### src/rtl/spi_rd_pkg.sv
package spi_rd_pkg;

    // controller states, one per phase of a chip-select window
    typedef enum logic [2:0] {
        ST_IDLE,
        ST_CMD,
        ST_DUMMY,
        ST_VER,
        ST_DATA,
        ST_SINK
    } ctl_state_e;

endpackage

### src/rtl/spi_pin_sync.sv
module spi_pin_sync #(
    parameter int unsigned WIDTH   = 3,
    parameter int unsigned STAGES  = 2,
    parameter logic [WIDTH-1:0] RST_VAL = '0
) (
    input  logic             clk,
    input  logic             rst_n,
    input  logic [WIDTH-1:0] d_i,
    output logic [WIDTH-1:0] q_o
);

    logic [WIDTH-1:0] chain [STAGES];

    for (genvar s = 0; s < STAGES; s++) begin : g_stage
        if (s == 0) begin : g_first
            always_ff @(posedge clk or negedge rst_n) begin
                if (!rst_n) chain[s] <= RST_VAL;
                else        chain[s] <= d_i;
            end
        end else begin : g_next
            always_ff @(posedge clk or negedge rst_n) begin
                if (!rst_n) chain[s] <= RST_VAL;
                else        chain[s] <= chain[s-1];
            end
        end
    end

    assign q_o = chain[STAGES-1];

endmodule

### src/rtl/spi_bit_engine.sv
module spi_bit_engine #(
    parameter int unsigned DATA_W = 8
) (
    input  logic              clk,
    input  logic              rst_n,
    input  logic              sclk_s,
    input  logic              mosi_s,
    input  logic              cs_act,
    input  logic [DATA_W-1:0] tx_byte_i,
    output logic [DATA_W-1:0] rx_byte_o,
    output logic              rx_done_o,
    output logic              byte_start_o,
    output logic              sclk_fall_o,
    output logic              miso_o
);

    localparam int unsigned IDX_W = (DATA_W > 1) ? $clog2(DATA_W) : 1;
    localparam logic [IDX_W-1:0] LAST_IDX = IDX_W'(DATA_W - 1);

    logic              sclk_prev;
    logic              rise;
    logic              fall;
    logic [IDX_W-1:0]  bit_idx;
    logic [DATA_W-1:0] rx_sh;
    logic [DATA_W-1:0] tx_sh;
    logic              miso_q;

    assign rise = cs_act &  sclk_s & ~sclk_prev;
    assign fall = cs_act & ~sclk_s &  sclk_prev;

    always_ff @(posedge clk or negedge rst_n) begin
        if (!rst_n) sclk_prev <= 1'b1;
        else        sclk_prev <= sclk_s;
    end

    // receive side: sample on rising edge, count bits of the current byte
    always_ff @(posedge clk or negedge rst_n) begin
        if (!rst_n) begin
            bit_idx <= '0;
            rx_sh   <= '0;
        end else if (!cs_act) begin
            bit_idx <= '0;
        end else if (rise) begin
            rx_sh   <= {rx_sh[DATA_W-2:0], mosi_s};
            bit_idx <= (bit_idx == LAST_IDX) ? '0 : bit_idx + 1'b1;
        end
    end

    // transmit side: new byte taken on the first falling edge of a byte
    always_ff @(posedge clk or negedge rst_n) begin
        if (!rst_n) begin
            tx_sh  <= '0;
            miso_q <= 1'b0;
        end else if (!cs_act) begin
            tx_sh  <= '0;
            miso_q <= 1'b0;
        end else if (fall) begin
            if (bit_idx == '0) begin
                miso_q <= tx_byte_i[DATA_W-1];
                tx_sh  <= {tx_byte_i[DATA_W-2:0], 1'b0};
            end else begin
                miso_q <= tx_sh[DATA_W-1];
                tx_sh  <= {tx_sh[DATA_W-2:0], 1'b0};
            end
        end
    end

    assign rx_byte_o    = {rx_sh[DATA_W-2:0], mosi_s};
    assign rx_done_o    = rise && (bit_idx == LAST_IDX);
    assign byte_start_o = fall && (bit_idx == '0);
    assign sclk_fall_o  = fall;
    assign miso_o       = miso_q;

endmodule

### src/rtl/spi_cmd_ctrl.sv
module spi_cmd_ctrl
    import spi_rd_pkg::*;
#(
    parameter int unsigned DATA_W      = 8,
    parameter int unsigned REG_W       = 3,
    parameter logic [DATA_W-1:0] VERSION_VAL = 8'h10,
    parameter logic [REG_W-1:0]  VER_ADDR    = 3'd0,
    parameter logic [REG_W-1:0]  DATA_ADDR   = 3'd2
) (
    input  logic              clk,
    input  logic              rst_n,
    input  logic              cs_act,
    input  logic              rx_done,
    input  logic [DATA_W-1:0] rx_byte,
    input  logic              byte_start,
    input  logic              fifo_empty_i,
    input  logic [DATA_W-1:0] fifo_data_i,
    output logic [DATA_W-1:0] tx_byte_o,
    output logic              pop_o,
    output ctl_state_e        state_o
);

    localparam int unsigned RW_BIT  = DATA_W - 1;
    localparam int unsigned REG_TOP = DATA_W - 2;

    ctl_state_e       state;
    ctl_state_e       nxt;
    logic [REG_W-1:0] reg_sel;
    logic [REG_W-1:0] cmd_reg;
    logic             cmd_read;

    assign cmd_read = rx_byte[RW_BIT];
    assign cmd_reg  = rx_byte[REG_TOP -: REG_W];

    // state register plus latched register field
    always_ff @(posedge clk or negedge rst_n) begin
        if (!rst_n) begin
            state   <= ST_IDLE;
            reg_sel <= '0;
        end else begin
            state <= nxt;
            if (state == ST_CMD && rx_done) reg_sel <= cmd_reg;
        end
    end

    always_comb begin
        nxt = state;
        if (!cs_act) begin
            nxt = ST_IDLE;
        end else begin
            unique case (state)
                ST_IDLE:  nxt = ST_CMD;
                ST_CMD: begin
                    if (rx_done) begin
                        if (cmd_read && (cmd_reg == VER_ADDR || cmd_reg == DATA_ADDR))
                            nxt = ST_DUMMY;
                        else
                            nxt = ST_SINK;
                    end
                end
                ST_DUMMY: begin
                    if (rx_done) nxt = (reg_sel == DATA_ADDR) ? ST_DATA : ST_VER;
                end
                ST_VER:   if (rx_done) nxt = ST_SINK;
                ST_DATA:  nxt = ST_DATA;
                ST_SINK:  nxt = ST_SINK;
                default:  nxt = ST_IDLE;
            endcase
        end
    end

    // outputs: byte offered at the next byte start, and the pop strobe
    always_comb begin
        tx_byte_o = '0;
        pop_o     = 1'b0;
        unique case (state)
            ST_VER:  tx_byte_o = VERSION_VAL;
            ST_DATA: begin
                tx_byte_o = fifo_empty_i ? '0 : fifo_data_i;
                pop_o     = byte_start & ~fifo_empty_i;
            end
            default: begin
                tx_byte_o = '0;
                pop_o     = 1'b0;
            end
        endcase
    end

    assign state_o = state;

endmodule

### src/rtl/spi_rd_slave.sv
module spi_rd_slave
    import spi_rd_pkg::*;
#(
    parameter int unsigned DATA_W      = 8,
    parameter int unsigned REG_W       = 3,
    parameter int unsigned SYNC_STAGES = 2,
    parameter logic [DATA_W-1:0] VERSION_VAL = 8'h10,
    parameter logic [REG_W-1:0]  VER_ADDR    = 3'd0,
    parameter logic [REG_W-1:0]  DATA_ADDR   = 3'd2
) (
    input  logic              clk,
    input  logic              rst_n,
    input  logic              spi_sclk_i,
    input  logic              spi_cs_n_i,
    input  logic              spi_mosi_i,
    output logic              spi_miso_o,
    input  logic              fifo_empty_i,
    input  logic [DATA_W-1:0] fifo_data_i,
    output logic              fifo_pop_o
);

    localparam int unsigned PIN_N = 3;
    localparam logic [PIN_N-1:0] PIN_RST = 3'b110; // {sclk, cs_n, mosi}

    logic [PIN_N-1:0]  pins_s;
    logic              sclk_s;
    logic              cs_n_s;
    logic              mosi_s;
    logic              cs_act;
    logic [DATA_W-1:0] rx_byte;
    logic              rx_done;
    logic              byte_start;
    logic              sclk_fall;
    logic              miso_q;
    logic [DATA_W-1:0] tx_byte;
    ctl_state_e        state;

    spi_pin_sync #(
        .WIDTH  (PIN_N),
        .STAGES (SYNC_STAGES),
        .RST_VAL(PIN_RST)
    ) u_sync (
        .clk  (clk),
        .rst_n(rst_n),
        .d_i  ({spi_sclk_i, spi_cs_n_i, spi_mosi_i}),
        .q_o  (pins_s)
    );

    assign sclk_s = pins_s[2];
    assign cs_n_s = pins_s[1];
    assign mosi_s = pins_s[0];
    assign cs_act = ~cs_n_s;

    spi_bit_engine #(
        .DATA_W(DATA_W)
    ) u_bits (
        .clk         (clk),
        .rst_n       (rst_n),
        .sclk_s      (sclk_s),
        .mosi_s      (mosi_s),
        .cs_act      (cs_act),
        .tx_byte_i   (tx_byte),
        .rx_byte_o   (rx_byte),
        .rx_done_o   (rx_done),
        .byte_start_o(byte_start),
        .sclk_fall_o (sclk_fall),
        .miso_o      (miso_q)
    );

    spi_cmd_ctrl #(
        .DATA_W     (DATA_W),
        .REG_W      (REG_W),
        .VERSION_VAL(VERSION_VAL),
        .VER_ADDR   (VER_ADDR),
        .DATA_ADDR  (DATA_ADDR)
    ) u_ctrl (
        .clk         (clk),
        .rst_n       (rst_n),
        .cs_act      (cs_act),
        .rx_done     (rx_done),
        .rx_byte     (rx_byte),
        .byte_start  (byte_start),
        .fifo_empty_i(fifo_empty_i),
        .fifo_data_i (fifo_data_i),
        .tx_byte_o   (tx_byte),
        .pop_o       (fifo_pop_o),
        .state_o     (state)
    );

    assign spi_miso_o = cs_act & miso_q;

endmodule

### config.mk
export PLATFORM = sky130hd
export DESIGN_NAME = spi_rd_slave
export DESIGN_NICKNAME = d
export VERILOG_FILES = /design/src/rtl/spi_rd_pkg.sv /design/src/rtl/spi_pin_sync.sv /design/src/rtl/spi_bit_engine.sv /design/src/rtl/spi_cmd_ctrl.sv /design/src/rtl/spi_rd_slave.sv
export SDC_FILE = /design/constraint.sdc
export NUM_CORES = 1
export LEC_CHECK = 0
export BUFFER_PORTS_ARGS = -buffer_cell sky130_fd_sc_hd__buf_2
export CELL_PAD_IN_SITES_DETAIL_PLACEMENT = 1
export CELL_PAD_IN_SITES_GLOBAL_PLACEMENT = 2
export CORE_UTILIZATION = 35
export CTS_CLUSTER_DIAMETER = 30
export CTS_CLUSTER_SIZE = 28
export DETAILED_ROUTE_END_ITERATION = 7
export GPL_ROUTABILITY_DRIVEN = 0
export PLACE_DENSITY = 0.77
export SLEW_MARGIN = 0
export SYNTH_ARGS = -nofsm -noshare
export SYNTH_HDL_FRONTEND = slang
export SYNTH_SLANG_ARGS = --single-unit
### constraint.sdc
create_clock -name clk -period 2.5 [get_ports clk]
set_clock_uncertainty 0.15 [all_clocks]
set_input_delay 0.75 -clock clk [delete_from_list [all_inputs] [get_ports clk]]
set_output_delay 0.75 -clock clk [all_outputs]
set_load 0.01 [all_outputs]
# [Yosys cells after proc, flatten, opt, wreduce, memory -nomap -nowiden]
# Index checks and enable logic that the tools add are counted.
# W data, S select, Z words.
[totals] reg_bits=32 latch_bits=0 ram_bits=0 rom_bits=0 word_cells=62 mem_count=0
[classes] addsub=1 mul=0 n_div=0 order_cmp=0 n_eq_ne=11 shifts=0 n_mux=19 bitwise_logic=10 n_reduce_logical=12
[op_table] op="$mux W8" count=4
[op_table] op="$mux W3" count=9
[op_table] op="$pmux W3 S6" count=1
[op_table] op="$pmux W8 S2" count=1
[op_table] op="$eq A3 B2 Y1 const B" count=4
[op_table] op="$eq A3 B3 Y1 const B" count=3
[op_table] op="$logic_not A3 Y1" count=3
[op_table] op="$ne A3 B2 Y1 const B" count=3
[op_table] op="$and A1 B1 Y1" count=6
[op_table] op="$logic_and A1 B1 Y1" count=4
[op_table] op="$mux W1" count=4
[op_table] op="$not A1 Y1" count=4
[op_table] op="$reduce_bool A2 Y1" count=2
[op_table] op="$add A3 B1 Y3 const B" count=1
[op_table] op="$eq A3 B1 Y1 const B" count=1
[op_table] op="$reduce_and A3 Y1" count=1
[op_table] op="$reduce_and A2 Y1" count=1
[op_table] op="$logic_or A1 B1 Y1" count=1

# [Logic depth before layout (Yosys ltp)]
# Gate-level depths: netlist (run 1).
[logic_depth] depth_word=7 ltp_mapped=8

# [Hierarchy]
# Synthesis (run 1) repeated with hierarchy kept, for this count alone.
[unflattened] cells_unflattened=126 area_unflattened_um2=1465.2
[by_module_without_submodules] module="spi_bit_engine" instances=1 cells_per_inst=75 area_per_inst_um2=893.4 seq_area_each_um2=476.7
[by_module_without_submodules] module="spi_cmd_ctrl" instances=1 cells_per_inst=40 area_per_inst_um2=384.1 seq_area_each_um2=150.1
[by_module_without_submodules] module="spi_pin_sync" instances=1 cells_per_inst=9 area_per_inst_um2=177.7 seq_area_each_um2=155.1
[by_module_without_submodules] module="spi_rd_slave" instances=1 cells_per_inst=2 area_per_inst_um2=10.0 seq_area_each_um2=0.0

# [Worst setup path after synthesis (run 1)]
# No wires, ideal clock.
[synth_timing] path_kind="input to output" from="in fifo_empty_i" to="out fifo_pop_o" arrival_ns=1.477 required_time_ns=1.600 path_slack_ns=0.123 path_stages=4 n_path_buf=1 path_cell_list="nor4b_2 -> nor2b_1 -> buf_4 -> nor2b_1"
[synth_between] elab_chain_cells=3
[synth_rtl] item="from (decl)" line_no="spi_rd_slave.sv:17" text="input logic fifo_empty_i,"
[synth_rtl] item="$not A1 Y1" line_no="spi_cmd_ctrl.sv:80" text="pop_o = byte_start & ~fifo_empty_i;"
[synth_rtl] item="$and A1 B1 Y1" line_no="spi_cmd_ctrl.sv:80"
[synth_rtl] item="$mux W1" line_no="spi_cmd_ctrl.sv:76" text="unique case (state)"
[synth_rtl] item="to (decl)" line_no="spi_rd_slave.sv:19" text="output logic fifo_pop_o"
# Every way passes these cells.

# [Final worst setup path (run 1)]
# Ends and elaborated chain as after synthesis.

==> summary.json, run 1 <==
{
  "power_and_ir_drop": {
    "switching_share": 0.288,
    "power.share.clock": 0.307,
    "share_seq_of_total_power": 0.529,
    "combinationalPowerShare": 0.164,
    "internal_power_uw": 878,
    "power.leakage_uw": 0.000693,
    "total_switching_power_uw": 355,
    "ir_drop_v": 0.000443,
    "cellPowerDensity_nw_per_um2": 775
  },
  "setup_path": {
    "timing.critical_path.slowest_stage_cell": "sky130_fd_sc_hd__nor4b_4",
    "worst-setup-path-type": "input port to primary output",
    "slowest_delay_ns": 0.26,
    "crit_path_start_kind": "input port",
    "worst_path_dominant_cell_family": "simple AND/OR/NAND/NOR gates",
    "crit_path_end_kind": "primary output",
    "worstPathMaxFanout": 2,
    "rr_worst_depth": 5,
    "cp.required_ns": 1.60,
    "path_depth": 5,
    "critical_path_arrival_ns": 1.56,
    "crit_buf_inv": 2,
    "path_cells": "buf_6 > nor4b_4 > nor2b_4 > nor2b_1 > buf_2"
  },
  "route": {
    "wl_met2_mm": 1.41,
    "detailedRoute.firstPassIterationCount": 4,
    "met3_wire_length_um": 53,
    "m1WireLength_mm": 1.20,
    "drt-total-wl_mm": 2.72,
    "detail_route.drc_violations": 0,
    "average_detailed_routed_wire_length_per_instance_um": 14.8,
    "drt-initial-drc-count": 14,
    "top_layer_used": "met4",
    "drt.antenna.violating_nets": 0,
    "viasPerCell": 5.08,
    "dr_total_vias": 934
  },
  "logic_synthesis": {
    "syn-mean-instance-area_um2": 11.8,
    "syn-instance-count": 114,
    "ys_ff_latch": 31,
    "yosys_warnings": 0,
    "yosysSeqAreaShare": 0.581,
    "yosys.cell_types.count": 35,
    "synth_nets": 131,
    "mappedNetlistArea_um2": 1350
  },
  "place": {
    "number_of_buffers_added_on_ports": 15,
    "dpl_worst_slack_ns": -0.0771,
    "place.detailed.hpwl_mm": 1.99
  },
  "die": {
    "core_um2": 3690,
    "die_width_um": 64.0,
    "die_area_um2": 4100,
    "initial_utilization": 0.365,
    "chip_height_um": 64.0,
    "design.portCount": 16,
    "core.rowCount": 22
  },
  "clock_tree": {
    "clkSlewWorstSetupHoldPaths_ns": 0.07,
    "cts.htree.levels": 2,
    "clock-sinks": 31,
    "root_buffer": "sky130_fd_sc_hd__clkbuf_8",
    "post_cts.repair.setup_buffers": 0,
    "cts.repair.resized": 4,
    "tritoncts": "done",
    "tritoncts.num_buffers": 5,
    "clock_latency_ns": 0.28,
    "clk_path_buf_depth": 2,
    "post_cts_hold_buffer_count": 0
  },
  "timing": {
    "setup_ws_ns": 0.0413,
    "timing.final.hold_violations": 0,
    "timing.final.crit_period_ns": 2.46,
    "setup_viols_final": 0,
    "final_min_period_over_clock_period": 0.983,
    "timing.fmax_mhz": 407,
    "rsz0062_at_grt": "true",
    "worst_hold_slack_ns": 0.204,
    "actual_transition_at_the_worst_max_transition_pin_ns": 0.670,
    "max_slew_margin": 0.553,
    "slew_violations": 0
  },
  "layout": {
    "layout.nets": 152,
    "antenna-diode-count": 0,
    "synthToLayoutAreaGrowth_pct": 18.2,
    "layout_cells_sized_above_1": 0.353,
    "n_fill_cell": 419
  },
  "global_route": {
    "grt_pass1_wl_mm": 5.01,
    "number_of_antenna_violations_at_the_first_check_in_global_routing": 0,
    "grt_remaining_overflow": 0,
    "globalRouteTotalUtil": 0.164,
    "first_global_vias": 1051,
    "largest_net_degree_at_the_start_of_global_routing": 32
  },
  "min_path": {
    "min_path_type": "register to register",
    "worst_hold_path.num_cells": 0
  },
  "status": {
    "run_status": "finished clean"
  },
  "job": {
    "timing.max_cap.violations": 0
  }
}
cell type report:
cell class                 instances  area (um^2)  share of cell area
inverter                           3         11.3             0.00708
sequential                        31          783               0.492
timing repair buffer              17         96.3              0.0605
multi-input combinational         77          556               0.349
tap                               48         60.1              0.0377
clock inverter                     2         12.5             0.00786
clock buffer                       6         72.6              0.0456
routing by layer:
metal  track usage  vias to the layer above
li1              -                      440
met1         0.199                      478
met2         0.270                        9
met3        0.0429                        7
met4        0.0767                        0
met5             0                        -
flip-flops by register name, indices dropped and copies added, names as in the netlist:
| register | count |
|---|---|
| u_ctrl.state_o | 3 |
| u_bits.rx_sh | 7 |
| u_bits.tx_sh | 7 |
| u_bits.miso_o | 1 |
| u_bits.sclk_prev | 1 |
| u_bits.bit_idx | 3 |
| u_ctrl.reg_sel | 3 |
| u_sync.q_o | 3 |
| u_sync.chain | 3 |
synth_stat cells, drive strengths merged:
library cell / n / area share
a211oi: 1 / 0.0056
a21boi: 1 / 0.0056
a21o: 1 / 0.0056
a21oi: 5 / 0.021
a221oi: 1 / 0.0065
a22oi: 6 / 0.033
a32oi: 1 / 0.0065
and2b: 2 / 0.012
buf: 2 / 0.0093
clkbuf: 1 / 0.0028
dfrtp: 26 / 0.48
dfstp: 5 / 0.098
ha: 3 / 0.028
inv: 3 / 0.0084
mux2: 10 / 0.084
nand2: 10 / 0.028
nand2b: 7 / 0.033
nand3: 1 / 0.0074
nand4: 1 / 0.0046
nor2: 7 / 0.021
nor2b: 4 / 0.019
nor3: 2 / 0.0074
nor3b: 1 / 0.0056
nor4: 1 / 0.0046
nor4b: 1 / 0.011
o21ai: 6 / 0.022
o22ai: 1 / 0.0046
o2bb2ai: 1 / 0.0065
o31ai: 1 / 0.0056
or2: 1 / 0.0046
or2b: 1 / 0.0056
cells in the final DEF (no fill, tap or decap), drive strengths merged, types with 2 or more instances in the layout:
master	count
dfrtp	26
buf	17
nand2	10
mux2	10
nand2b	7
nor2	7
a22oi	6
o21ai	6
clkbuf	6
dfstp	5
a21oi	5
nor2b	4
inv	3
ha	3
nor3	2
and2b	2
kinds of logic after synthesis:
family	synth area share
buffers and inverters	0.0204
muxes	0.0836
and+or+nand+nor	0.164
adders and majority gates	0.0279
AOI/OAI and AO/OA	0.124
DFF	0.581
power groups by stage:
stage / combinational [uW] / clock [uW] / sequential (uW)
after floorplan: 144 / 0 / 629
after global placement: 185 / 0 / 647
after detailed placement: 195 / 0 / 656
after CTS: 204 / 393 / 651
after global routing: 233 / 413 / 665
final: 203 / 378 / 652
path summary, 6_finish.rpt:
path / startpoint / end / slack [ns]
max: fifo_empty_i / fifo_pop_o / 0.04
min: u_sync.chain[4]$_DFF_PN1_ / u_sync.q_o[1]$_DFF_PN1_ / 0.20
max reg2reg: u_bits.bit_idx[0]$_DFFE_PN0P_ / u_ctrl.state_o[2]$_DFFE_PN0P_ / 0.80
min reg2reg: u_sync.chain[4]$_DFF_PN1_ / u_sync.q_o[1]$_DFF_PN1_ / 0.20
max in group asynchronous: rst_n / u_ctrl.state_o[1]$_DFFE_PN0P_ / 1.38
min in group asynchronous: rst_n / u_bits.tx_sh[3]$_DFFE_PN0P_ / 0.36
metrics by stage:
stage	area (um^2)	cells	total power, uW	TNS [ns]	util
5_1_grt	1590	184	1310	-0.0242	0.431
6_report	1590	184	1230	0	0.431
2_1_floorplan	1350	114	773	0	-
3_5_place_dp	1480	176	851	-0.0771	0.401
4_1_cts	1580	184	1250	0	0.429
3_3_place_gp	1480	176	832	-0.0485	0.401
No activity file was read; power rests on OpenSTA's default activity.
==> run 2, diff against run 1 <==
- BUFFER_PORTS_ARGS: -buffer_cell sky130_fd_sc_hd__buf_2 -> -buffer_cell sky130_fd_sc_hd__clkbuf_2
- CTS_BUF_LIST: unset -> sky130_fd_sc_hd__clkbuf_16
==> run 2 against run 1 <==
  * Wire length increased by 9.7%
  * Design area grew 3.3%
  * Critical path type unchanged
  * Global-route usage rose by 1.2 points
==> summary.json, run 2 (synthesis results as in run 1) <==
{
  "timing": {
    "slew_violations": {"value": 0, "change": "unchanged"},
    "worst_hold_slack": {"value": 0.201, "unit": "ns", "change": "was 0.204 ns"},
    "max_slew_margin": {"value": 0.490, "change": "was 0.553"},
    "timing.final.crit_period": {"value": 2.46, "unit": "ns", "change": "about the same"},
    "setup_viols_final": {"value": 0, "change": "unchanged"},
    "setup_ws": {"value": 0.0424, "unit": "ns", "change": "was 0.0413 ns"},
    "final_min_period_over_clock_period": {"value": 0.983, "change": "about the same"},
    "timing.setup.tns": {"value": 0, "unit": "ns", "change": "unchanged"},
    "timing.final.hold_violations": {"value": 0, "change": "unchanged"},
    "actual_transition_at_the_worst_max_transition_pin": {"value": 0.765, "unit": "ns", "change": "was 0.670 ns"},
    "timing.fmax": {"value": 407, "unit": "MHz", "change": "about the same"}
  },
  "global_route": {
    "globalRouteTotalUtil": {"value": 0.176, "change": "was 0.164"},
    "grt_pass1_wl": {"value": 5.15, "unit": "mm", "change": "was 5.01 mm"},
    "number_of_antenna_violations_at_the_first_check_in_global_routing": {"value": 0, "change": "unchanged"},
    "first_global_vias": {"value": 1051, "change": "unchanged"},
    "largest_net_degree_at_the_start_of_global_routing": {"value": 32, "change": "unchanged"},
    "grt_remaining_overflow": {"value": 0, "change": "unchanged"}
  },
  "setup_path": {
    "timing.critical_path.to": {"value": "fifo_pop_o", "change": "unchanged"},
    "crit_path_start": {"value": "fifo_empty_i", "change": "unchanged"},
    "critical_path_arrival": {"value": 1.56, "unit": "ns", "change": "about the same"},
    "rrSetupSlack": {"value": 0.82, "unit": "ns", "change": "was 0.80 ns"},
    "crit_path_end_kind": {"value": "primary output", "change": "unchanged"},
    "path_cells": {"value": "clkbuf_2 > nor4b_4 > nor2b_4 > nor2b_1 > buf_2", "change": "was buf_6 > nor4b_4 > nor2b_4 > nor2b_1 > buf_2"},
    "worst-setup-path-type": {"value": "input port to primary output", "change": "unchanged"},
    "crit_buf_inv": {"value": 2, "change": "unchanged"},
    "timing.rr.end": {"value": "u_ctrl.state_o[2]$_DFFE_PN0P_", "change": "unchanged"},
    "path_depth": {"value": 5, "change": "unchanged"},
    "rr_worst_depth": {"value": 5, "change": "unchanged"},
    "timing.critical_path.slowest_stage_cell": {"value": "sky130_fd_sc_hd__nor4b_4", "change": "unchanged"},
    "worstReg2RegStart": {"value": "u_bits.bit_idx[0]$_DFFE_PN0P_", "change": "unchanged"},
    "worstPathMaxFanout": {"value": 2, "change": "unchanged"},
    "crit_path_start_kind": {"value": "input port", "change": "unchanged"},
    "cp.required": {"value": 1.60, "unit": "ns", "change": "about the same"},
    "worst_path_dominant_cell_family": {"value": "simple AND/OR/NAND/NOR gates", "change": "unchanged"},
    "slowest_delay": {"value": 0.24, "unit": "ns", "change": "was 0.26 ns"}
  },
  "route": {
    "detail_route.drc_violations": {"value": 0, "change": "unchanged"},
    "viasPerCell": {"value": 5.14, "change": "was 5.08"},
    "detailedRoute.firstPassIterationCount": {"value": 4, "change": "unchanged"},
    "average_detailed_routed_wire_length_per_instance": {"value": 16.2, "unit": "um", "change": "was 14.8 um"},
    "dr_total_vias": {"value": 946, "change": "was 934"},
    "drt-total-wl": {"value": 2.99, "unit": "mm", "change": "was 2.72 mm"},
    "drt-initial-drc-count": {"value": 22, "change": "was 14"},
    "drt.antenna.violating_nets": {"value": 0, "change": "unchanged"}
  },
  "place": {
    "number_of_buffers_added_on_ports": {"value": 15, "change": "unchanged"},
    "dpl_worst_slack": {"value": -0.0343, "unit": "ns", "change": "was -0.0771 ns"},
    "place.detailed.hpwl": {"value": 2.11, "unit": "mm", "change": "was 1.99 mm"},
    "place_inst": {"value": 176, "change": "unchanged"}
  },
  "clock_tree": {
    "cts.htree.levels": {"value": 2, "change": "unchanged"},
    "clk_path_buf_depth": {"value": 2, "change": "unchanged"},
    "clkSlewWorstSetupHoldPaths": {"value": 0.05, "unit": "ns", "change": "was 0.07 ns"},
    "clock-sinks": {"value": 31, "change": "unchanged"},
    "tritoncts": {"value": "done", "change": "unchanged"},
    "root_buffer": {"value": "sky130_fd_sc_hd__clkbuf_16", "change": "was sky130_fd_sc_hd__clkbuf_8"},
    "post_cts_hold_buffer_count": {"value": 0, "change": "unchanged"},
    "post_cts.repair.setup_buffers": {"value": 0, "change": "unchanged"},
    "clock_latency": {"value": 0.28, "unit": "ns", "change": "about the same"},
    "tritoncts.num_buffers": {"value": 5, "change": "unchanged"}
  },
  "die": {
    "core.rowCount": {"value": 22, "change": "unchanged"},
    "die_area": {"value": 4100, "unit": "um^2", "change": "unchanged"},
    "design.portCount": {"value": 16, "change": "unchanged"},
    "chip_height": {"value": 64.0, "unit": "um", "change": "unchanged"},
    "die_width": {"value": 64.0, "unit": "um", "change": "unchanged"},
    "core": {"value": 3690, "unit": "um^2", "change": "unchanged"},
    "initial_utilization": {"value": 0.365, "change": "unchanged"}
  },
  "job": {
    "timing.max_cap.violations": {"value": 0, "change": "unchanged"}
  },
  "layout": {
    "most-common-layout-cells": {"value": "sky130_fd_sc_hd__dfrtp_1 (26), sky130_fd_sc_hd__clkbuf_2 (14), sky130_fd_sc_hd__nand2_1 (10), sky130_fd_sc_hd__mux2_2 (10)", "change": "was sky130_fd_sc_hd__dfrtp_1 (25), sky130_fd_sc_hd__buf_2 (14), sky130_fd_sc_hd__nand2_1 (10), sky130_fd_sc_hd__mux2_2 (10)"},
    "synthToLayoutAreaGrowth": {"value": 22.1, "unit": "%", "change": "was 18.2%"},
    "n_fill_cell": {"value": 414, "change": "was 419"},
    "top_regs": {"value": "u_bits.rx_sh x7, u_bits.tx_sh x7", "change": "unchanged"},
    "layout.nets": {"value": 152, "change": "unchanged"},
    "multi_input_comb_area": {"value": 556, "unit": "um^2", "change": "unchanged"},
    "antenna-diode-count": {"value": 0, "change": "unchanged"},
    "seq_area": {"value": 782, "unit": "um^2", "change": "was 783 um^2"},
    "layout_cells_sized_above_1": {"value": 0.353, "change": "unchanged"},
    "final_cell_count_without_fillers": {"value": 184, "change": "unchanged"},
    "most_frequent_standard_cell_in_the_layout_excluding_fill_and_tap_cells": {"value": "sky130_fd_sc_hd__dfrtp_1", "change": "unchanged"}
  },
  "power_and_ir_drop": {
    "total_power": {"value": 1450, "unit": "uW", "change": "was 1230 uW"},
    "cellPowerDensity": {"value": 880, "unit": "nW/um^2", "change": "was 775 nW/um^2"},
    "power.leakage": {"value": 0.000720, "unit": "uW", "change": "was 0.000693 uW"},
    "ir_drop": {"value": 0.000439, "unit": "V", "change": "was 0.000443 V"}
  },
  "status": {
    "run_status": {"value": "finished clean", "change": "unchanged"}
  },
  "min_path": {
    "min_path_type": {"value": "register to register", "change": "unchanged"}
  }
}
[run 2: cell count changes in the layout (fill, tap and decap cells not counted)]
cell                         change
sky130_fd_sc_hd__clkbuf_2       +14
sky130_fd_sc_hd__buf_2          -13
sky130_fd_sc_hd__clkbuf_16       +5
sky130_fd_sc_hd__clkbuf_8        -5
sky130_fd_sc_hd__buf_6           -1
sky130_fd_sc_hd__clkbuf_1        -1
sky130_fd_sc_hd__clkinvlp_4      +1
sky130_fd_sc_hd__dfrtp_1         +1
sky130_fd_sc_hd__dfrtp_2         -1
[run 2: per-stage QoR]
step                utilization  cell area (um^2)
finish                    0.446              1640
global route              0.446              1640
CTS                       0.444              1640
detailed placement        0.401              1480
global placement          0.401              1480
floorplan                     -              1350
[run 2: worst min-delay path by stage]
stage	startpoint	endpoint	slack, ns	cells past startpoint
2_1_floorplan	u_sync.chain[3]$_DFF_PN0_	u_sync.q_o[0]$_DFF_PN0_	0.18	0
3_3_place_gp	u_sync.chain[3]$_DFF_PN0_	u_sync.q_o[0]$_DFF_PN0_	0.19	0
3_5_place_dp	u_sync.chain[3]$_DFF_PN0_	u_sync.q_o[0]$_DFF_PN0_	0.19	0
4_1_cts	u_sync.chain[4]$_DFF_PN1_	u_sync.q_o[1]$_DFF_PN1_	0.20	0
5_1_grt	u_sync.chain[4]$_DFF_PN1_	u_sync.q_o[1]$_DFF_PN1_	0.21	0
6_report	u_sync.chain[4]$_DFF_PN1_	u_sync.q_o[1]$_DFF_PN1_	0.20	0
[run 2: final cells by class]
class	instances	area share
clock buffers	5	0.0761
clock inverters	3	0.0122
inverters	3	0.00685
multi-input cells	77	0.338
flip-flops and latches	31	0.476
well taps	48	0.0365
repair buffers	17	0.0548
[run 2: timing repair]
item                       4_1_cts  5_1_grt
pin swaps                        0        0
hold endpoints to repair         0        0
setup endpoints to repair        1        1
gates resized for setup          2        3
[run 2: per-layer routing]
| metal | track usage | wire length (um) |
|---|---|---|
| met5 | 0 | 0 |
| met4 | 0.105 | 95 |
| met3 | 0.0554 | 90 |
| met2 | 0.290 | 1560 |
| met1 | 0.198 | 1250 |
[run 2: power by group]
group	leakage (uW)	internal [uW]	switching (uW)
logic	0.000257	105	105
clock network	0.0000658	366	218
registers	0.000396	578	75.3
==> run 3, diff against run 2 <==
- ABC_AREA: unset -> 1
- CORE_UTILIZATION: 35 -> 34
- PLACE_DENSITY: 0.77 -> 0.81
==> run 3 against run 2 <==
  * Wire length grew 11%
  * Utilization shrank 1.2 points
  * Critical path depth grew 2
  * Global-route usage grew 0.062 points
  * Design area grew 7.1%
  * First-iteration DRC count grew 100%
  * Clock power grew 18%
  * Die area grew 11%
  * Sequential power shrank 6.4%
  * Synthesized cell count grew 48%
  * Maximum frequency grew 2.0%
==> summary.json, run 3 <==
{
  "layout": {
    "top_regs": {"value": "u_bits.rx_sh x7, u_bits.tx_sh x7", "change": "unchanged"},
    "layout.nets": {"value": 207, "change": "was 152"},
    "most_frequent_standard_cell_in_the_layout_excluding_fill_and_tap_cells": {"value": "sky130_fd_sc_hd__nand2_1", "change": "was sky130_fd_sc_hd__dfrtp_1"},
    "synthToLayoutAreaGrowth": {"value": 21.1, "unit": "%", "change": "was 22.1%"},
    "n_fill_cell": {"value": 495, "change": "was 414"},
    "antenna-diode-count": {"value": 0, "change": "unchanged"},
    "most-common-layout-cells": {"value": "sky130_fd_sc_hd__nand2_1 (41), sky130_fd_sc_hd__dfrtp_1 (26), sky130_fd_sc_hd__nor2_1 (22)", "change": "was sky130_fd_sc_hd__dfrtp_1 (26), sky130_fd_sc_hd__clkbuf_2 (14), sky130_fd_sc_hd__nand2_1 (10), sky130_fd_sc_hd__mux2_2 (10)"},
    "layout_cells_sized_above_1": {"value": 0.236, "change": "was 0.353"}
  },
  "die": {
    "core": {"value": 4060, "unit": "um^2", "change": "was 3690 um^2"},
    "design.portCount": {"value": 16, "change": "unchanged"},
    "die_area": {"value": 4540, "unit": "um^2", "change": "was 4100 um^2"},
    "core.rowCount": {"value": 23, "change": "was 22"},
    "chip_height": {"value": 67.4, "unit": "um", "change": "was 64.0 um"},
    "initial_utilization": {"value": 0.358, "change": "was 0.365"},
    "die_width": {"value": 67.4, "unit": "um", "change": "was 64.0 um"}
  },
  "logic_synthesis": {
    "synth_ff_type": {"value": "sky130_fd_sc_hd__dfrtp_1", "change": "unchanged"},
    "mappedNetlistArea": {"value": 1450, "unit": "um^2", "change": "was 1350 um^2"},
    "yosys.cell_types.count": {"value": 25, "change": "was 35"},
    "yosys_warnings": {"value": 0, "change": "unchanged"},
    "netlist_top_cells_count": {"value": "sky130_fd_sc_hd__nand2_1 (42), sky130_fd_sc_hd__dfrtp_1 (26), sky130_fd_sc_hd__nor2_1 (22), sky130_fd_sc_hd__inv_1 (18), sky130_fd_sc_hd__a21oi_1 (10)", "change": "was sky130_fd_sc_hd__dfrtp_1 (26), sky130_fd_sc_hd__mux2_2 (10), sky130_fd_sc_hd__nand2_1 (10), sky130_fd_sc_hd__nand2b_1 (7)"},
    "yosysTopAreaCellShare": {"value": 0.448, "change": "was 0.483"},
    "synthTopCellsByArea": {"value": "sky130_fd_sc_hd__dfrtp_1 (45%), sky130_fd_sc_hd__nand2_1 (11%), sky130_fd_sc_hd__dfstp_2 (9.0%)", "change": "was sky130_fd_sc_hd__dfrtp_1 (48%), sky130_fd_sc_hd__dfstp_2 (9.8%), sky130_fd_sc_hd__mux2_2 (8.4%)"},
    "syn-instance-count": {"value": 169, "change": "was 114"},
    "synth_largest_area_cell": {"value": "sky130_fd_sc_hd__dfrtp_1", "change": "unchanged"},
    "synth_edf_count": {"value": 0, "change": "unchanged"},
    "syn-mean-instance-area": {"value": 8.60, "unit": "um^2", "change": "was 11.8 um^2"},
    "asyncSetResetFlopFracSynth": {"value": 1.00, "change": "unchanged"},
    "synthMostInstantiatedCell": {"value": "sky130_fd_sc_hd__nand2_1", "change": "was sky130_fd_sc_hd__dfrtp_1"},
    "synth_nets": {"value": 186, "change": "was 131"},
    "yosysSeqAreaShare": {"value": 0.538, "change": "was 0.581"},
    "ys_ff_latch": {"value": 31, "change": "unchanged"}
  },
  "min_path": {
    "min_path_type": {"value": "register to register", "change": "unchanged"}
  },
  "clock_tree": {
    "tritoncts": {"value": "done", "change": "unchanged"},
    "cts.htree.levels": {"value": 2, "change": "unchanged"},
    "clock_latency": {"value": 0.28, "unit": "ns", "change": "about the same"},
    "root_buffer": {"value": "sky130_fd_sc_hd__clkbuf_16", "change": "unchanged"},
    "clkSlewWorstSetupHoldPaths": {"value": 0.05, "unit": "ns", "change": "about the same"},
    "clk_path_buf_depth": {"value": 2, "change": "unchanged"},
    "post_cts_hold_buffer_count": {"value": 0, "change": "unchanged"},
    "clock-sinks": {"value": 31, "change": "unchanged"},
    "tritoncts.num_buffers": {"value": 5, "change": "unchanged"}
  },
  "setup_path": {
    "worst_path_dominant_cell_family": {"value": "flip-flops", "change": "was simple AND/OR/NAND/NOR gates"},
    "timing.critical_path.slowest_stage_cell": {"value": "sky130_fd_sc_hd__dfrtp_1", "change": "was sky130_fd_sc_hd__nor4b_4"},
    "worst-setup-path-type": {"value": "register to primary output", "change": "was input port to primary output"},
    "path_cells": {"value": "inv_1 > ha_2 > nand2_2 > nor2_4 > nand3_2 > clkinv_2 > clkbuf_2", "change": "was clkbuf_2 > nor4b_4 > nor2b_4 > nor2b_1 > buf_2"},
    "crit_path_start_kind": {"value": "register", "change": "was input port"},
    "crit_path_end_kind": {"value": "primary output", "change": "unchanged"},
    "cp.required": {"value": 1.60, "unit": "ns", "change": "about the same"},
    "crit_buf_inv": {"value": 3, "change": "was 2"},
    "critical_path_arrival": {"value": 1.51, "unit": "ns", "change": "was 1.56 ns"},
    "slowest_delay": {"value": 0.39, "unit": "ns", "change": "was 0.24 ns"},
    "worstPathMaxFanout": {"value": 6, "change": "was 2"}
  },
  "status": {
    "run_status": {"value": "finished clean", "change": "unchanged"}
  },
  "global_route": {
    "grt_pass1_wl": {"value": 5.63, "unit": "mm", "change": "was 5.15 mm"},
    "largest_net_degree_at_the_start_of_global_routing": {"value": 32, "change": "unchanged"},
    "first_global_vias": {"value": 1222, "change": "was 1,051"},
    "globalRouteTotalUtil": {"value": 0.176, "change": "about the same"},
    "grt_remaining_overflow": {"value": 0, "change": "unchanged"},
    "number_of_antenna_violations_at_the_first_check_in_global_routing": {"value": 0, "change": "unchanged"}
  },
  "route": {
    "viasPerCell": {"value": 4.83, "change": "was 5.14"},
    "drt.antenna.violating_nets": {"value": 0, "change": "unchanged"},
    "drt-total-wl": {"value": 3.31, "unit": "mm", "change": "was 2.99 mm"},
    "average_detailed_routed_wire_length_per_instance": {"value": 13.7, "unit": "um", "change": "was 16.2 um"},
    "detail_route.drc_violations": {"value": 0, "change": "unchanged"},
    "drt-initial-drc-count": {"value": 45, "change": "was 22"},
    "dr_total_vias": {"value": 1164, "change": "was 946"},
    "detailedRoute.firstPassIterationCount": {"value": 4, "change": "unchanged"}
  },
  "power_and_ir_drop": {
    "cellPowerDensity": {"value": 864, "unit": "nW/um^2", "change": "was 880 nW/um^2"},
    "power.leakage": {"value": 0.000874, "unit": "uW", "change": "was 0.000720 uW"},
    "ir_drop": {"value": 0.000490, "unit": "V", "change": "was 0.000439 V"}
  },
  "timing": {
    "setup_ws": {"value": 0.0896, "unit": "ns", "change": "was 0.0424 ns"},
    "timing.final.crit_period": {"value": 2.41, "unit": "ns", "change": "was 2.46 ns"},
    "timing.fmax": {"value": 415, "unit": "MHz", "change": "was 407 MHz"},
    "timing.final.hold_violations": {"value": 0, "change": "unchanged"},
    "slew_violations": {"value": 0, "change": "unchanged"},
    "rsz0062_at_grt": "false",
    "final_min_period_over_clock_period": {"value": 0.964, "change": "was 0.983"},
    "timing.setup.tns": {"value": 0, "unit": "ns", "change": "unchanged"},
    "worst_hold_slack": {"value": 0.207, "unit": "ns", "change": "was 0.201 ns"},
    "actual_transition_at_the_worst_max_transition_pin": {"value": 0.762, "unit": "ns", "change": "was 0.765 ns"},
    "max_slew_margin": {"value": 0.492, "change": "was 0.490"},
    "setup_viols_final": {"value": 0, "change": "unchanged"}
  },
  "place": {
    "number_of_buffers_added_on_ports": {"value": 15, "change": "unchanged"},
    "dpl_worst_slack": {"value": 0.268, "unit": "ns", "change": "was -0.0343 ns"},
    "place.detailed.hpwl": {"value": 2.51, "unit": "mm", "change": "was 2.11 mm"}
  },
  "job": {
    "timing.max_cap.violations": {"value": 0, "change": "unchanged"}
  }
}
run 3: cell types whose count changed after synthesis, moves of 7 or more:
cell	delta
sky130_fd_sc_hd__inv_1	+15
sky130_fd_sc_hd__mux2_2	-9
sky130_fd_sc_hd__nand2_1	+32
sky130_fd_sc_hd__nand2b_1	-7
sky130_fd_sc_hd__nand3_1	+7
sky130_fd_sc_hd__nor2_1	+16
sky130_fd_sc_hd__o21ai_0	+8
run 3: area by class of cell:
class                      count  area, um^2  area share
inverter                      22        83.8      0.0476
sequential                    31         782       0.444
tap                           50        62.6      0.0355
clock buffer                   5         125      0.0711
multi-input combinational    114         581       0.330
timing repair buffer          16        82.6      0.0469
clock inverter                 3        43.8      0.0249
run 3: stage by stage:
step	util	instance area, um^2	total power [uW]	cells
final	0.434	1760	1520	241
after CTS	0.431	1750	1540	240
after floorplan	-	1450	768	169
after detailed placement	0.389	1580	841	232
after global placement	0.389	1580	827	232
after global routing	0.434	1760	1600	241
run 3: worst paths after layout:
kind | cells after the start | startpoint | endpoint | slack [ns]
max in group asynchronous | 1 | rst_n | u_bits.miso_o$_DFFE_PN0P_ | 1.33
worst min register to register | 0 | u_sync.chain[5]$_DFF_PN1_ | u_sync.q_o[2]$_DFF_PN1_ | 0.21
min in group asynchronous | 1 | rst_n | u_ctrl.state_o[1]$_DFFE_PN0P_ | 0.39
worst max register to register | 7 | u_bits.bit_idx[1]$_DFFE_PN0P_ | u_bits.tx_sh[7]$_DFFE_PN0P_ | 0.98
worst max-delay path | 7 | u_bits.bit_idx[1]$_DFFE_PN0P_ | fifo_pop_o | 0.09
worst min-delay path | 0 | u_sync.chain[5]$_DFF_PN1_ | u_sync.q_o[2]$_DFF_PN1_ | 0.21
run 3: layer usage:
layer | global-route usage | share of wire | vias to the layer above
met2 | 0.270 | 0.46 | 17
met3 | 0.0439 | 0.034 | 7
met1 | 0.229 | 0.48 | 559
met5 | 0 | 0 | -
li1 | - | - | 581
met4 | 0.0931 | 0.024 | 0
run 3: worst register-to-register path: stages (launching register included):
cell	delay [ns]
sky130_fd_sc_hd__dfrtp_1	0.39
sky130_fd_sc_hd__inv_1	0.09
sky130_fd_sc_hd__ha_2	0.18
sky130_fd_sc_hd__inv_1	0.04
sky130_fd_sc_hd__nor2_1	0.20
sky130_fd_sc_hd__nor3_1	0.11
sky130_fd_sc_hd__a21oi_1	0.17
sky130_fd_sc_hd__nand2_1	0.08
run 3: repair_timing:
| action | 4_1_cts | 5_1_grt |
|---|---|---|
| pin swaps | 0 | 1 |
| gates resized for setup | 1 | 2 |
| endpoints found under the setup margin | 1 | 1 |
| setup buffers | 0 | 1 |
| cloned | 0 | 0 |
run 3: cell families (layout without fill, tap and decap cells):
kind of cell,Yosys count,in the layout,synth area share
AOI/OAI and AO/OA,23,23,0.0800
adders and majority gates,3,3,0.0258
buffers and inverters,24,46,0.0663
DFF,31,31,0.538
muxes,1,1,0.00774
and+or+nand+nor,87,87,0.282
run 3: power breakdown:
part | switching (uW) | internal [uW] | total (uW)
registers | 51.3 | 560 | 612
clock network | 220 | 469 | 689
logic | 145 | 76.1 | 221
total | 416 | 1110 | 1520
